===== src/rtl/xlat_dist_pkg.sv =====
package xlat_dist_pkg;

  localparam int unsigned PAGE_BASE_SHIFT = 12;

  typedef enum logic [1:0] {
    PG_4K   = 2'd0,
    PG_64K  = 2'd1,
    PG_2M   = 2'd2,
    PG_RSVD = 2'd3
  } pageCode_e;

  typedef enum logic {
    ST_IDLE  = 1'b0,
    ST_DRAIN = 1'b1
  } ctrlState_e;

  // Strobes from control to datapath
  typedef struct packed {
    logic doLatch;
    logic doEmit;
    logic doRelease;
  } distStrobe_t;

  function automatic int unsigned pageShift(input logic [1:0] code);
    case (code)
      PG_64K:  return 16;
      PG_2M:   return 21;
      default: return 12;
    endcase
  endfunction

endpackage


===== src/rtl/xlat_dist_datapath.sv =====
module xlat_dist_datapath
  import xlat_dist_pkg::*;
#(
  parameter int VA_W      = 32,
  parameter int PA_W      = 40,
  parameter int NUM_PORTS = 4,
  parameter int HIT_W     = 2,
  parameter int SLOTS     = 4,
  parameter int MEMBERS   = 4,
  localparam int PORT_W   = (NUM_PORTS > 1) ? $clog2(NUM_PORTS) : 1,
  localparam int IDX_W    = (MEMBERS > 1) ? $clog2(MEMBERS) : 1,
  localparam int CNT_W    = $clog2(MEMBERS + 1)
)(
  input  logic              clk,
  input  logic              rstN,
  input  logic              insValid,
  input  logic [VA_W-1:0]   insVaddr,
  input  logic [PORT_W-1:0] insPort,
  input  logic              insPrefetch,
  input  logic [VA_W-1:0]   qryVaddr,
  output logic              qryPending,
  input  logic [VA_W-1:0]   rspVaddr,
  input  logic [PA_W-1:0]   rspPaddr,
  input  logic [1:0]        rspSizeCode,
  input  logic              rspUncache,
  input  logic              rspEntryValid,
  input  logic [HIT_W-1:0]  rspHitLevel,
  output logic              lookupHit,
  output logic [CNT_W-1:0]  groupCnt,
  input  distStrobe_t       strb,
  input  logic [IDX_W-1:0]  memberIdx,
  output logic              outValid,
  output logic [PORT_W-1:0] outPort,
  output logic [PA_W-1:0]   outPaddr,
  output logic              outUncache,
  output logic              outEntryValid,
  output logic [HIT_W-1:0]  outHitLevel,
  output logic              outPopLevel
);

  localparam int VPN_W  = VA_W - PAGE_BASE_SHIFT;
  localparam int SLOT_W = (SLOTS > 1) ? $clog2(SLOTS) : 1;

  // Outstanding group table
  logic [SLOTS-1:0]  slotValid;
  logic [VPN_W-1:0]  slotVpn  [SLOTS];
  logic [CNT_W-1:0]  slotCnt  [SLOTS];
  logic [VA_W-1:0]   memVa    [SLOTS][MEMBERS];
  logic [PORT_W-1:0] memPort  [SLOTS][MEMBERS];
  logic              memPf    [SLOTS][MEMBERS];

  // Translation captured at acceptance
  logic [SLOT_W-1:0] lSlot;
  logic [PA_W-1:0]   lPaddr;
  logic [1:0]        lCode;
  logic              lUnc;
  logic              lEntValid;
  logic [HIT_W-1:0]  lHit;

  logic [VPN_W-1:0] insVpn, rspVpn, qryVpn;
  assign insVpn = insVaddr[VA_W-1:PAGE_BASE_SHIFT];
  assign rspVpn = rspVaddr[VA_W-1:PAGE_BASE_SHIFT];
  assign qryVpn = qryVaddr[VA_W-1:PAGE_BASE_SHIFT];

  logic [SLOTS-1:0] insHitV, rspHitV, qryHitV;

  for (genvar s = 0; s < SLOTS; s++) begin : gMatch
    assign insHitV[s] = slotValid[s] && (slotVpn[s] == insVpn);
    assign rspHitV[s] = slotValid[s] && (slotVpn[s] == rspVpn);
    assign qryHitV[s] = slotValid[s] && (slotVpn[s] == qryVpn);
  end

  assign lookupHit  = |rspHitV;
  assign qryPending = |qryHitV;

  // Lowest-index encoders
  logic [SLOT_W-1:0] rspSlot, matchSlot, freeSlot;
  always_comb begin
    rspSlot   = '0;
    matchSlot = '0;
    freeSlot  = '0;
    for (int s = SLOTS - 1; s >= 0; s--) begin
      if (rspHitV[s])    rspSlot   = SLOT_W'(s);
      if (insHitV[s])    matchSlot = SLOT_W'(s);
      if (!slotValid[s]) freeSlot  = SLOT_W'(s);
    end
  end

  logic              insJoin, insRoom, insDo;
  logic [SLOT_W-1:0] insSlot;
  logic [IDX_W-1:0]  insIdx;
  always_comb begin
    insJoin = |insHitV;
    insSlot = insJoin ? matchSlot : freeSlot;
    if (insJoin) insRoom = slotCnt[matchSlot] < CNT_W'(MEMBERS);
    else         insRoom = ~&slotValid;
    insIdx = insJoin ? IDX_W'(slotCnt[matchSlot]) : '0;
    insDo  = insValid && insRoom;
  end

  always_ff @(posedge clk) begin
    if (!rstN) begin
      slotValid <= '0;
      for (int s = 0; s < SLOTS; s++) begin
        slotVpn[s] <= '0;
        slotCnt[s] <= '0;
      end
    end else begin
      if (insDo) begin
        if (insJoin) begin
          slotCnt[insSlot] <= slotCnt[insSlot] + CNT_W'(1);
        end else begin
          slotValid[insSlot] <= 1'b1;
          slotVpn[insSlot]   <= insVpn;
          slotCnt[insSlot]   <= CNT_W'(1);
        end
      end
      if (strb.doRelease) slotValid[lSlot] <= 1'b0;
    end
  end

  always_ff @(posedge clk) begin
    if (insDo) begin
      memVa[insSlot][insIdx]   <= insVaddr;
      memPort[insSlot][insIdx] <= insPort;
      memPf[insSlot][insIdx]   <= insPrefetch;
    end
  end

  always_ff @(posedge clk) begin
    if (!rstN) begin
      lSlot     <= '0;
      lPaddr    <= '0;
      lCode     <= '0;
      lUnc      <= 1'b0;
      lEntValid <= 1'b0;
      lHit      <= '0;
    end else if (strb.doLatch) begin
      lSlot     <= rspSlot;
      lPaddr    <= rspPaddr;
      lCode     <= rspSizeCode;
      lUnc      <= rspUncache;
      lEntValid <= rspEntryValid;
      lHit      <= rspHitLevel;
    end
  end

  assign groupCnt = slotCnt[lSlot];

  // Physical address rebuild
  logic [PA_W-1:0] pageMask, vaExt;
  always_comb begin
    pageMask = (PA_W'(1) << pageShift(lCode)) - PA_W'(1);
    vaExt    = PA_W'(memVa[lSlot][memberIdx]);
    if (memberIdx == '0) outPaddr = lPaddr;
    else                 outPaddr = (lPaddr & ~pageMask) | (vaExt & pageMask);
  end

  assign outValid      = strb.doEmit;
  assign outPort       = memPort[lSlot][memberIdx];
  assign outPopLevel   = !memPf[lSlot][memberIdx];
  assign outUncache    = lUnc;
  assign outEntryValid = lEntValid;
  assign outHitLevel   = lHit;

  assert_release_clears_R10: assert property (@(posedge clk) disable iff (!rstN)
    strb.doRelease |=> !slotValid[$past(lSlot)]);

  for (genvar s = 0; s < SLOTS; s++) begin : gCntChk
    assert_count_bound_R2: assert property (@(posedge clk) disable iff (!rstN)
      slotCnt[s] <= CNT_W'(MEMBERS));
  end

  assert_page_base_R5: assert property (@(posedge clk) disable iff (!rstN)
    outValid |-> (((outPaddr ^ lPaddr) & ~pageMask) == '0));

endmodule


===== src/rtl/xlat_dist_ctrl.sv =====
module xlat_dist_ctrl
  import xlat_dist_pkg::*;
#(
  parameter int MEMBERS = 4,
  localparam int IDX_W  = (MEMBERS > 1) ? $clog2(MEMBERS) : 1,
  localparam int CNT_W  = $clog2(MEMBERS + 1)
)(
  input  logic             clk,
  input  logic             rstN,
  input  logic             rspValid,
  output logic             rspReady,
  input  logic             lookupHit,
  input  logic [CNT_W-1:0] groupCnt,
  output distStrobe_t      strb,
  output logic [IDX_W-1:0] memberIdx,
  output logic             lookupErr
);

  ctrlState_e state;
  logic       accept, lastMember;

  always_comb begin
    rspReady       = (state == ST_IDLE);
    accept         = rspValid && rspReady;
    lastMember     = (CNT_W'(memberIdx) + CNT_W'(1)) == groupCnt;
    strb.doLatch   = accept && lookupHit;
    strb.doEmit    = (state == ST_DRAIN);
    strb.doRelease = strb.doEmit && lastMember;
  end

  always_ff @(posedge clk) begin
    if (!rstN) begin
      state     <= ST_IDLE;
      memberIdx <= '0;
      lookupErr <= 1'b0;
    end else begin
      lookupErr <= accept && !lookupHit;
      case (state)
        ST_IDLE: if (strb.doLatch) begin
          state     <= ST_DRAIN;
          memberIdx <= '0;
        end
        ST_DRAIN: begin
          if (strb.doRelease) state <= ST_IDLE;
          else memberIdx <= memberIdx + IDX_W'(1);
        end
        default: state <= ST_IDLE;
      endcase
    end
  end

  assert_start_after_accept_R9: assert property (@(posedge clk) disable iff (!rstN)
    $rose(strb.doEmit) |-> $past(rspValid && rspReady && lookupHit));

  assert_index_step_R9: assert property (@(posedge clk) disable iff (!rstN)
    (strb.doEmit && $past(strb.doEmit)) |-> memberIdx == $past(memberIdx) + IDX_W'(1));

  assert_err_after_miss_R11: assert property (@(posedge clk) disable iff (!rstN)
    lookupErr |-> $past(rspValid && rspReady && !lookupHit));

endmodule


===== src/rtl/xlat_resp_distributor.sv =====
module xlat_resp_distributor
  import xlat_dist_pkg::*;
#(
  parameter int VA_W      = 32,
  parameter int PA_W      = 40,
  parameter int NUM_PORTS = 4,
  parameter int HIT_W     = 2,
  parameter int SLOTS     = 4,
  parameter int MEMBERS   = 4,
  localparam int PORT_W   = (NUM_PORTS > 1) ? $clog2(NUM_PORTS) : 1,
  localparam int IDX_W    = (MEMBERS > 1) ? $clog2(MEMBERS) : 1,
  localparam int CNT_W    = $clog2(MEMBERS + 1)
)(
  input  logic              clk,
  input  logic              rstN,
  input  logic              insValid,
  input  logic [VA_W-1:0]   insVaddr,
  input  logic [PORT_W-1:0] insPort,
  input  logic              insPrefetch,
  input  logic [VA_W-1:0]   qryVaddr,
  output logic              qryPending,
  input  logic              rspValid,
  output logic              rspReady,
  input  logic [VA_W-1:0]   rspVaddr,
  input  logic [PA_W-1:0]   rspPaddr,
  input  logic [1:0]        rspSizeCode,
  input  logic              rspUncache,
  input  logic              rspEntryValid,
  input  logic [HIT_W-1:0]  rspHitLevel,
  output logic              outValid,
  output logic [PORT_W-1:0] outPort,
  output logic [PA_W-1:0]   outPaddr,
  output logic              outUncache,
  output logic              outEntryValid,
  output logic [HIT_W-1:0]  outHitLevel,
  output logic              outPopLevel,
  output logic              lookupErr
);

  distStrobe_t      strb;
  logic             lookupHit;
  logic [CNT_W-1:0] groupCnt;
  logic [IDX_W-1:0] memberIdx;

  xlat_dist_ctrl #(.MEMBERS(MEMBERS)) uCtrl (
    .clk       (clk),
    .rstN      (rstN),
    .rspValid  (rspValid),
    .rspReady  (rspReady),
    .lookupHit (lookupHit),
    .groupCnt  (groupCnt),
    .strb      (strb),
    .memberIdx (memberIdx),
    .lookupErr (lookupErr)
  );

  xlat_dist_datapath #(
    .VA_W(VA_W), .PA_W(PA_W), .NUM_PORTS(NUM_PORTS),
    .HIT_W(HIT_W), .SLOTS(SLOTS), .MEMBERS(MEMBERS)
  ) uPath (
    .clk           (clk),
    .rstN          (rstN),
    .insValid      (insValid),
    .insVaddr      (insVaddr),
    .insPort       (insPort),
    .insPrefetch   (insPrefetch),
    .qryVaddr      (qryVaddr),
    .qryPending    (qryPending),
    .rspVaddr      (rspVaddr),
    .rspPaddr      (rspPaddr),
    .rspSizeCode   (rspSizeCode),
    .rspUncache    (rspUncache),
    .rspEntryValid (rspEntryValid),
    .rspHitLevel   (rspHitLevel),
    .lookupHit     (lookupHit),
    .groupCnt      (groupCnt),
    .strb          (strb),
    .memberIdx     (memberIdx),
    .outValid      (outValid),
    .outPort       (outPort),
    .outPaddr      (outPaddr),
    .outUncache    (outUncache),
    .outEntryValid (outEntryValid),
    .outHitLevel   (outHitLevel),
    .outPopLevel   (outPopLevel)
  );

endmodule


===== config.mk =====
export PLATFORM = sky130hd
export DESIGN_NAME = xlat_resp_distributor
export DESIGN_NICKNAME = d
export VERILOG_FILES = /design/src/rtl/xlat_dist_pkg.sv /design/src/rtl/xlat_dist_datapath.sv /design/src/rtl/xlat_dist_ctrl.sv /design/src/rtl/xlat_resp_distributor.sv
export SDC_FILE = /design/constraint.sdc
export NUM_CORES = 1
export LEC_CHECK = 0
export BUFFER_PORTS_ARGS = -buffer_cell sky130_fd_sc_hd__buf_2
export CORE_ASPECT_RATIO = 1.2
export CORE_UTILIZATION = 35
export CTS_CLUSTER_DIAMETER = 150
export DETAILED_ROUTE_END_ITERATION = 8
export REMOVE_ABC_BUFFERS = 1
export SLEW_MARGIN = 20
export SYNTH_ARGS = -nofsm -noshare
export SYNTH_HDL_FRONTEND = slang
export SYNTH_SLANG_ARGS = --single-unit

===== constraint.sdc =====
create_clock -name clk -period 11.9 [get_ports clk]
set_input_delay 1.785 -clock clk [delete_from_list [all_inputs] [get_ports clk]]
set_output_delay 1.785 -clock clk [all_outputs]
set_load 0.1 [all_outputs]

==> impl_results.md <==
- Status: finished, final reports clean
- Post-CTS sizing: 0
- CP Cell Sequence: buf_4, buf_4, mux4_2, mux4_2, mux2_2, buf_2
- Hold Vio Cnt, Final: 0
- Hold path cells: 2
- Cells after synthesis: 1508
- CP startpoint kind: register
- EDFF count, synth: 476
- Post-layout min period: 6.38 ns
- Die area: 0.0697 sq mm
- Die span in x: 241 um
- Initial antenna violation count: 2
- Routed WL per cell: 24.5 um
- Worst path required time: 10.12 ns
- Commonest non-fill, non-tap cell in the layout: edfxtp_1
- Internal Power: 3.22 mW
- Most frequent cells in the layout: 476 x edfxtp_1, 175 x buf_2, 151 x xnor2_1
- Register area: 0.0155 sq mm
- DRC: 0
- Top cell type's share of synthesized area: 59.5%
- Critical R2R Launch: uPath.slotVpn[2][11]$_SDFFCE_PN0P_
- Setup Fix Bufs, Post-CTS: 0
- Clk_lat worst skew: 0.63 ns
- # rows: 104
- First-pass GRT wire length: 90700 um
- Num CTS Buffers: 56
- Pwr/cell area: 150 mW/mm^2
- Final period util: 53.7%
- Antenna Nets Post-Route: 0
- Syn Std Cell Area: 0.0240 sq mm
- R2r setup slk: 6.99 ns
- Leakage: 9.52 nW
- Worst-path clk slew: 0.06 ns
- I/O Pins: 200
- Avg Inst Size Synth: 15.9 sq um
- Clk root buf: clkbuf_16
- Max stage delay on crit path: 0.79 ns
- Post-synth ARST share: 0%
- FF-to-FF End: uPath.memVa[3][52]$_DFFE_PP_
- Vias in the first global route: 13800
- Die height: 289 um
- Max Clock Freq: 0.157 GHz
- RePlAce Congestion: 0.950
- Largest net degree at the start of global routing: 63
- R2r worst-path depth: 9
- Sw Share: 22.7%
- PortBufs: 175
- CTS tree: done
- YS warnings: 0
- Sequential share of power: 50.5%
- Drt first pass iters: 4
- Gr usage total: 18.2%
- HP Class: reg -> reg
- RSZ-0062 raised after global routing: no
- Avg Vias per Cell: 5.20
- Clk pwr share: 43.5%
- Core footprint: 0.0675 sq mm
- # diodes: 0
- Layout cell share with drive strength beyond 1: 28.4%
- Starting Density: 35.6%
- Maximum VDD drop: 124 uV
- Relative slew slack: 25.3%
- Synth cell types: 66
- Hold endpoint: uPath.lPaddr[17]$_SDFFE_PN0P_
- Fin Clk Skew: 0.0298 ns
- Hold Crit Start: uPath.lPaddr[17]$_SDFFE_PN0P_
- Iter 0 DRT Violations: 842
- Crit path DAT: 4.60 ns
- Setup TNS: 0 ns
- Setup crit end kind: primary output
- Setup violations, final: 0
- Final WL: 63200 um
- H-tree depth: 2
- Slew @ Worst Pin: 1.12 ns
- Slowest cell on crit path: buf_4
- Primary FF master, synth: edfxtp_1
- Number of hold buffers added after CTS: 0
- Fill cell instance count of the final layout: 6080
- Grt ovf: 0
- WS Path Type: reg -> out
- Nets@finish: 1787
- Vias: 13400
- Area occupied by multi-input gates: 0.00811 sq mm
- Synth-to-layout area growth: 15.6%
- Hold Worst Slack: 0.490 ns
- Dpl hpwl: 40600 um
- Logic pwr share: 6.0%
- CP bufs+invs: 3
- #FFs+latches synth: 534
- Pins over their slew limit: 0
- Sink Count: 534
- Post-synth top area cell: edfxtp_1
- Net Sw Power: 942 uW
- Clock Path Buffers: 3
- Worst-path maximum fanout: 40
- CP top delay family: buffers and inverters
- Number of max-cap violations: 0
- Dominant cells by area after synthesis: edfxtp_1 59%, mux4_2 12%, xnor2_1 5.5%
- Register area share after synthesis: 64.3%
==> cell families after synthesis <==
group,share of synthesized area [%]
other,0.0156
AOI/OAI and AO/OA,1.63
xor gates and xnor gates,8.93
buffers and inverters,2.62
DFF,64.3
and+or+nand+nor,7.68
adders and majority gates,0.365
muxes,14.4
==> stage by stage <==
step / setup slack, ns / util [%] / cell area (sq um) / power [mW] / cells
floorplan: 4.28 / - / 23500 / 2.26 / 1376
global placement: 5.20 / 38.2 / 25800 / 2.39 / 2472
detailed placement: 5.37 / 38.2 / 25800 / 2.39 / 2472
CTS: 5.38 / 41.0 / 27700 / 4.20 / 2577
global route: 5.19 / 41.1 / 27800 / 4.29 / 2579
finish: 5.52 / 41.1 / 27800 / 4.16 / 2579
==> synthesized netlist by cell type, drive strengths merged (4+ instances only) <==
| library cell | number |
|---|---|
| and2 | 61 |
| clkbuf | 93 |
| and3 | 22 |
| buf | 39 |
| o221a | 4 |
| mux4 | 123 |
| a21oi | 12 |
| nand4 | 38 |
| nand2 | 20 |
| dfxtp | 58 |
| nand2b | 7 |
| edfxtp | 476 |
| nand3 | 21 |
| nor2 | 78 |
| nor3 | 21 |
| mux2i | 46 |
| nor4 | 32 |
| o21ai | 16 |
| inv | 18 |
| xor2 | 94 |
| ha | 7 |
| mux2 | 21 |
| a211oi | 4 |
| xnor2 | 151 |
==> how the worst max path moves through the flow <==
stage | to | cells after the start | startpoint
2_1_floorplan | outPopLevel | 3 | register
6_report | outPaddr[19] | 6 | register
4_1_cts | outPaddr[19] | 6 | register
3_3_place_gp | uPath.memVa[3][107]$_DFFE_PP_ | 11 | insVaddr[12]
3_5_place_dp | uPath.memVa[3][36]$_DFFE_PP_ | 11 | insVaddr[19]
5_1_grt | outPaddr[19] | 6 | register
==> worst reg2reg max path, delay by kind of cell (launching register included) <==
kind            cells  cell delay (ns)
simple gates        5             3.07
flops               1             0.46
xor+xnor            1             0.18
buf+inv             1             0.44
compound gates      2             0.43
==> registers in the layout, indices dropped and copies added (netlist names), named ones only <==
signal	count
uPath.memVa	336
uPath.lCode	2
uCtrl.memberIdx	2
uPath.outEntryValid	1
uPath.slotCnt	12
uPath.lSlot	2
uPath.memPf	16
uPath.lPaddr	40
uPath.outUncache	1
uCtrl.state	1
uPath.outHitLevel	2
uPath.memPort	32
uPath.slotValid	4
uPath.slotVpn	80
uCtrl.lookupErr	1
==> power by group through the flow <==
| stage | clock network, mW | logic (mW) | registers (mW) |
|---|---|---|---|
| floorplan | 0 | 0.124 | 2.14 |
| global placement | 0 | 0.247 | 2.14 |
| detailed placement | 0 | 0.250 | 2.14 |
| CTS | 1.85 | 0.251 | 2.10 |
| global route | 1.92 | 0.267 | 2.10 |
| finish | 1.81 | 0.250 | 2.10 |
==> layer usage <==
| layer | vias to the layer above | wire, um | GRT usage [%] |
|---|---|---|---|
| li1 | 5958 | - | - |
| met1 | 6905 | 25800 | 23.1 |
| met2 | 447 | 32200 | 31.8 |
| met3 | 109 | 3080 | 2.49 |
| met4 | 4 | 2030 | 6.17 |
| met5 | - | 31 | 0 |
==> cell type report <==
| cell class | instances | area share, % |
|---|---|---|
| Sequential cell | 534 | 55.7 |
| Inverter | 18 | 0.243 |
| Tap cell | 901 | 4.06 |
| Clock buffer | 65 | 5.35 |
| Timing Repair Buffer | 197 | 3.89 |
| Multi-Input combinational cell | 824 | 29.2 |
| Clock inverter | 40 | 1.61 |
Note: power is estimated with default switching activity, not from simulation.
